## config.mk

```make
export PLATFORM = sky130hd
export DESIGN_NAME = usb_irq_glue
export DESIGN_NICKNAME = d
export VERILOG_FILES = /design/src/rtl/usb_irq_pkg.sv /design/src/rtl/usb_irq_bank.sv /design/src/rtl/usb_irq_regbus.sv /design/src/rtl/usb_irq_line.sv /design/src/rtl/usb_irq_glue.sv
export SDC_FILE = /design/constraint.sdc
export NUM_CORES = 1
export LEC_CHECK = 0
export BUFFER_PORTS_ARGS = -buffer_cell sky130_fd_sc_hd__buf_2
export CORE_MARGIN = 5
export CORE_UTILIZATION = 40
export CTS_CLUSTER_DIAMETER = 150
export CTS_CLUSTER_SIZE = 16
export DETAILED_ROUTE_END_ITERATION = 10
export MAX_ROUTING_LAYER = met4
export PLACE_DENSITY_LB_ADDON = 0.08
export REMOVE_ABC_BUFFERS = 1
export SLEW_MARGIN = 20
export SYNTH_ARGS = -nofsm -noshare
export SYNTH_HDL_FRONTEND = slang
export SYNTH_HIERARCHICAL = 1
export SYNTH_SLANG_ARGS = --single-unit
```

## constraint.sdc

```tcl
create_clock -name clk -period 6.5 [get_ports clk]
set_clock_uncertainty 0.15 [all_clocks]
set_input_delay 1.95 -clock clk [delete_from_list [all_inputs] [get_ports clk]]
set_output_delay 1.95 -clock clk [all_outputs]
set_load 0.02 [all_outputs]
```

## src/rtl/usb_irq_pkg.sv

```systemverilog
package usb_irq_pkg;

  // Sub-register selector inside one event bank (word offset from bank base)
  typedef enum logic [2:0] {
    SEL_SRC   = 3'd0,
    SEL_SSET  = 3'd1,
    SEL_SCLR  = 3'd2,
    SEL_MSK   = 3'd3,
    SEL_MSET  = 3'd4,
    SEL_MCLR  = 3'd5,
    SEL_MVIEW = 3'd6
  } bank_sel_e;

  // Word addresses (byte address >> 2)
  localparam logic [5:0] WA_REV  = 6'h00;
  localparam logic [5:0] WA_CTRL = 6'h01;
  localparam logic [2:0] WA_EP_HI   = 3'b001;  // 0x20..0x38
  localparam logic [2:0] WA_CORE_HI = 3'b010;  // 0x40..0x58
  localparam logic [5:0] WA_EOI  = 6'h18;

  // Valid bits of the endpoint word: TX endpoints low, RX endpoints high, RX ep0 absent
  function automatic logic [31:0] ep_valid_bits(input int tx_n, input int rx_n);
    logic [31:0] v;
    v = '0;
    for (int i = 0; i < tx_n; i++) v[i] = 1'b1;
    for (int i = 1; i < rx_n; i++) v[tx_n + i] = 1'b1;
    return v;
  endfunction

  // Valid bits of the core word: a field of width w starting at lsb
  function automatic logic [31:0] core_valid_bits(input int w, input int lsb);
    logic [31:0] v;
    v = '0;
    for (int i = 0; i < w; i++) v[lsb + i] = 1'b1;
    return v;
  endfunction

endpackage

```

## src/rtl/usb_irq_bank.sv

```systemverilog
module usb_irq_bank
  import usb_irq_pkg::*;
#(
  parameter int          W     = 32,
  parameter logic [W-1:0] VALID = '1
) (
  input  logic         clk,
  input  logic         rst_n,
  input  logic         soft_clr,
  input  logic [W-1:0] hw_evt,
  input  logic         wr_en,
  input  logic [2:0]   sel,
  input  logic [W-1:0] wdata,
  output logic [W-1:0] rdata,
  output logic [W-1:0] src_o,
  output logic         pend_o
);

  logic [W-1:0] src_q, msk_q, src_d, msk_d;
  logic [W-1:0] s_set, s_clr, m_set, m_clr;
  logic         m_load;
  logic [W-1:0] masked;

  always_comb begin
    s_set  = '0;
    s_clr  = '0;
    m_set  = '0;
    m_clr  = '0;
    m_load = 1'b0;
    if (wr_en) begin
      case (sel)
        SEL_SSET: s_set  = wdata;
        SEL_SCLR: s_clr  = wdata;
        SEL_MSK:  m_load = 1'b1;
        SEL_MSET: m_set  = wdata;
        SEL_MCLR: m_clr  = wdata;
        default:  ;
      endcase
    end
  end

  // Hardware events are ORed after the clear so a coincident event survives
  assign src_d = ((src_q & ~s_clr) | s_set | hw_evt) & VALID;
  assign msk_d = (m_load ? wdata : ((msk_q & ~m_clr) | m_set)) & VALID;

  always_ff @(posedge clk or negedge rst_n) begin
    if (!rst_n) begin
      src_q <= '0;
      msk_q <= '0;
    end else if (soft_clr) begin
      src_q <= '0;
      msk_q <= '0;
    end else begin
      src_q <= src_d;
      msk_q <= msk_d;
    end
  end

  assign masked = src_q & msk_q;

  always_comb begin
    case (sel)
      SEL_SRC, SEL_SSET, SEL_SCLR: rdata = src_q;
      SEL_MSK, SEL_MSET, SEL_MCLR: rdata = msk_q;
      SEL_MVIEW:                   rdata = masked;
      default:                     rdata = '0;
    endcase
  end

  assign src_o  = src_q;
  assign pend_o = |masked;

endmodule

```

## src/rtl/usb_irq_regbus.sv

```systemverilog
module usb_irq_regbus
  import usb_irq_pkg::*;
#(
  parameter int          DW  = 32,
  parameter int          AW  = 8,
  parameter logic [DW-1:0] REV = 32'h0002_0100
) (
  input  logic          clk,
  input  logic          rst_n,
  input  logic          req_valid,
  output logic          req_ready,
  input  logic          req_write,
  input  logic [AW-1:0] req_addr,
  input  logic [DW-1:0] req_wdata,
  output logic          rsp_valid,
  input  logic          rsp_ready,
  output logic [DW-1:0] rsp_rdata,
  input  logic [DW-1:0] ep_rdata,
  input  logic [DW-1:0] core_rdata,
  output logic [2:0]    sel,
  output logic [DW-1:0] wdata,
  output logic          ep_wr,
  output logic          core_wr,
  output logic          eoi_wr,
  output logic          soft_clr
);

  localparam int WAW = AW - 2;

  logic [WAW-1:0] wa;
  logic           acc, wr_acc;
  logic           ep_hit, core_hit;
  logic [DW-1:0]  rd_mux;
  logic           rsp_valid_q;
  logic [DW-1:0]  rsp_rdata_q;
  logic [1:0]     unused_lsb;

  assign unused_lsb = req_addr[1:0];
  assign wa         = req_addr[AW-1:2];
  assign req_ready  = !rsp_valid_q || rsp_ready;
  assign acc        = req_valid && req_ready;
  assign wr_acc     = acc && req_write;

  assign ep_hit   = (wa[5:3] == WA_EP_HI)   && (wa[2:0] != 3'd7);
  assign core_hit = (wa[5:3] == WA_CORE_HI) && (wa[2:0] != 3'd7);
  assign sel      = wa[2:0];
  assign wdata    = req_wdata;

  assign ep_wr    = wr_acc && ep_hit;
  assign core_wr  = wr_acc && core_hit;
  assign eoi_wr   = wr_acc && (wa == WA_EOI);
  assign soft_clr = wr_acc && (wa == WA_CTRL) && req_wdata[0];

  always_comb begin
    if (ep_hit)               rd_mux = ep_rdata;
    else if (core_hit)        rd_mux = core_rdata;
    else if (wa == WA_REV)    rd_mux = REV;
    else                      rd_mux = '0;
  end

  always_ff @(posedge clk or negedge rst_n) begin
    if (!rst_n) begin
      rsp_valid_q <= 1'b0;
      rsp_rdata_q <= '0;
    end else if (acc) begin
      rsp_valid_q <= 1'b1;
      rsp_rdata_q <= req_write ? '0 : rd_mux;
    end else if (rsp_ready) begin
      rsp_valid_q <= 1'b0;
    end
  end

  assign rsp_valid = rsp_valid_q;
  assign rsp_rdata = rsp_rdata_q;

endmodule

```

## src/rtl/usb_irq_line.sv

```systemverilog
module usb_irq_line (
  input  logic clk,
  input  logic rst_n,
  input  logic soft_clr,
  input  logic eoi_wr,
  input  logic pend,
  output logic irq
);

  logic irq_q, armed_q;

  always_ff @(posedge clk or negedge rst_n) begin
    if (!rst_n) begin
      irq_q   <= 1'b0;
      armed_q <= 1'b1;
    end else if (soft_clr || eoi_wr) begin
      irq_q   <= 1'b0;
      armed_q <= 1'b1;
    end else if (armed_q && pend) begin
      irq_q   <= 1'b1;
      armed_q <= 1'b0;
    end
  end

  assign irq = irq_q;

endmodule

```

## src/rtl/usb_irq_glue.sv

```systemverilog
module usb_irq_glue
  import usb_irq_pkg::*;
#(
  parameter int          DW       = 32,
  parameter int          AW       = 8,
  parameter int          TX_N     = 16,
  parameter int          RX_N     = 16,
  parameter int          CORE_W   = 9,
  parameter int          CORE_LSB = 16,
  parameter logic [31:0] REV      = 32'h0002_0100
) (
  input  logic              clk,
  input  logic              rst_n,
  input  logic              req_valid,
  output logic              req_ready,
  input  logic              req_write,
  input  logic [AW-1:0]     req_addr,
  input  logic [DW-1:0]     req_wdata,
  output logic              rsp_valid,
  input  logic              rsp_ready,
  output logic [DW-1:0]     rsp_rdata,
  input  logic [DW-1:0]     ep_evt,
  input  logic [CORE_W-1:0] core_evt,
  output logic              irq
);

  localparam logic [DW-1:0] EP_VALID   = DW'(ep_valid_bits(TX_N, RX_N));
  localparam logic [DW-1:0] CORE_VALID = DW'(core_valid_bits(CORE_W, CORE_LSB));

  logic [2:0]    sel;
  logic [DW-1:0] wdata;
  logic          ep_wr, core_wr, eoi_wr, soft_clr;
  logic [DW-1:0] ep_rdata, core_rdata;
  logic [DW-1:0] ep_src, core_src;
  logic          ep_pend, core_pend, pend;
  logic [DW-1:0] core_hw;

  assign core_hw = DW'(core_evt) << CORE_LSB;

  usb_irq_regbus #(.DW(DW), .AW(AW), .REV(REV)) u_bus (
    .clk(clk), .rst_n(rst_n),
    .req_valid(req_valid), .req_ready(req_ready), .req_write(req_write),
    .req_addr(req_addr), .req_wdata(req_wdata),
    .rsp_valid(rsp_valid), .rsp_ready(rsp_ready), .rsp_rdata(rsp_rdata),
    .ep_rdata(ep_rdata), .core_rdata(core_rdata),
    .sel(sel), .wdata(wdata), .ep_wr(ep_wr), .core_wr(core_wr),
    .eoi_wr(eoi_wr), .soft_clr(soft_clr)
  );

  usb_irq_bank #(.W(DW), .VALID(EP_VALID)) u_ep (
    .clk(clk), .rst_n(rst_n), .soft_clr(soft_clr), .hw_evt(ep_evt),
    .wr_en(ep_wr), .sel(sel), .wdata(wdata), .rdata(ep_rdata),
    .src_o(ep_src), .pend_o(ep_pend)
  );

  usb_irq_bank #(.W(DW), .VALID(CORE_VALID)) u_core (
    .clk(clk), .rst_n(rst_n), .soft_clr(soft_clr), .hw_evt(core_hw),
    .wr_en(core_wr), .sel(sel), .wdata(wdata), .rdata(core_rdata),
    .src_o(core_src), .pend_o(core_pend)
  );

  assign pend = ep_pend || core_pend;

  usb_irq_line u_line (
    .clk(clk), .rst_n(rst_n), .soft_clr(soft_clr), .eoi_wr(eoi_wr),
    .pend(pend), .irq(irq)
  );

endmodule

```

==> qor.csv <==
metric,value,unit
core_area,18100,µm²
cts-resized-gates,0,
vias,7178,
wire_per_inst,21.3,µm
row_count,49,
syn2layout_area_growth,11.8,%
critical_path_class,input port to output pin,
start_util,41.0,%
die-area,21400,µm²
clockBufferDepth,2,
post_cts_buffers,0,
start_kind,input port,
postSynthAreaPerCell,8.62,µm²
hold_viol,0,
tritoncts,done,
setup_viol,0,
rsz0062_at_grt,no,
outcome,completed,
fp.dieW,146,µm
finalSetupTns,0,ns
gp_congestion,0.838,
min_path_cells,2,
firstDrtPassIters,5,
grt_start_max_net_pins,67,
grt_pass1_vias,7314,
hold_buffers,0,
fmax,225,MHz
clock_sink_count,115,
totalWireLength,24.4,mm
antenna_found_initial,0,
critPathCaptureType,output pin,
clk_latency,0.42,ns
arrival,2.35,ns
die_y,146,µm
drc_errors,0,
port_buffers,117,
cp.required,4.40,ns
fin_nets,989,
fin_crit_sh,68.5,%
io_pins,121,
hp-class,flip-flop to flip-flop,
cap_violations,0,
whs,0.327,ns
cts_made_buffers,17,
track_usage,23.2,%
via_per_inst,6.27,
synth_area,7440,µm²
min_period,4.45,ns
drt_iter0_drc,609,
ir_drop,0.190,mV
crit_fanout,4,
p_leak,3.36,nW
grt_pass1_wl,38.9,mm
report.final.slew_viol_count,0,
worst_pin_slew,0.970,ns
r2r_cells,6,
cts.clk_slew.worst_paths,0.05,ns
netlist_instances,863,
ctsHtreeMaxLevel,4,
diodes,0,
yosys_warnings,6,
power_density,239,nW/µm²
slew_headroom,35.3,%
place_hpwl,15.3,mm
grt_overflow_total,0,
cts-root-buf,clkbuf_16,
layout-drive-gt1-share,20.4,%
postRouteAntennaNets,0,
==> stage by stage <==
step / total power [mW] / utilization [%] / std cells / area [µm²] / worst slack, ns
finish: 1.99 / 45.8 / 1145 / 8310 / 2.05
global placement: 1.07 / 42.7 / 1113 / 7740 / 1.76
detailed placement: 1.08 / 42.7 / 1113 / 7740 / 1.71
CTS: 2.01 / 45.8 / 1145 / 8310 / 2.05
global route: 2.07 / 45.8 / 1145 / 8310 / 1.95
floorplan: 0.935 / - / 748 / 6680 / -0.945
==> area by class of cell <==
type / count / area [µm²]
Inverter: 8 / 30.0
Timing Repair Buffer: 136 / 743
Sequential cell: 115 / 2880
Multi-Input combinational cell: 625 / 3800
Tap cell: 229 / 287
Fill cell: 1768 / 9840
Clock buffer: 22 / 464
Clock inverter: 10 / 108
==> placed cells by master (no fill, tap or decap), types with 3 or more instances in the layout <==
cell type and n:
a21oi_1 109, a221o_1 30, a221oi_1 7, a22oi_1 25, a31oi_1 61, and2_1 38, and4b_1 16, buf_2 116
buf_4 19, clkbuf_1 3, clkbuf_16 17, clkinv_2 5, clkinvlp_4 3, conb_1 24, dfrtp_1 114, inv_1 6
nand2_1 70, nand3_1 37, nand3_2 4, nor2_1 11, nor2_2 3, nor2b_1 11, o211ai_1 30, o21ai_0 41
o21ai_1 20, o21bai_1 9, o22ai_1 40, or2_1 3
==> sequential cells by signal, summed over array words and instances, names as in the netlist <==
name and flops:
u_bus/rsp_rdata 32, u_bus/rsp_valid 1, u_core/msk_q 9, u_core/src_o 9
u_ep/msk_q 31, u_ep/src_o 31, u_line/armed_q 1, u_line/irq 1
==> worst max-delay path, cell delays in order <==
cell      delay [ns]
buf_2           0.09
nand2b_4        0.15
buf_2           0.16
==> report_power, final <==
group,internal [mW],switching (mW)
clock,0.580,0.339
combinational,0.107,0.183
sequential,0.749,0.0288
total,1.44,0.551
==> path summary, 6_finish.rpt <==
| check | startpoint | to | slack [ns] |
|---|---|---|---|
| max reg2reg | u_ep/msk_q[17] | u_line/irq | 4.09 |
| min | u_line/armed_q | u_line/armed_q | 0.33 |
| min in group asynchronous | rst_n | u_bus/rsp_valid | 1.26 |
| max in group asynchronous | rst_n | u_ep/src_o[13] | 3.94 |
| max | rsp_ready | req_ready | 2.05 |
| min reg2reg | u_line/armed_q | u_line/armed_q | 0.33 |
==> metal layers <==
| metal | GRT usage (%) | vias to the layer above | share of wire (%) |
|---|---|---|---|
| li1 | - | 3276 | - |
| met1 | 29.9 | 3533 | 43 |
| met2 | 36.5 | 320 | 48 |
| met3 | 4.46 | 49 | 6.8 |
| met4 | 8.33 | 0 | 2.1 |
| met5 | - | - | 0 |
Note: power is estimated with default switching activity, not from simulation.
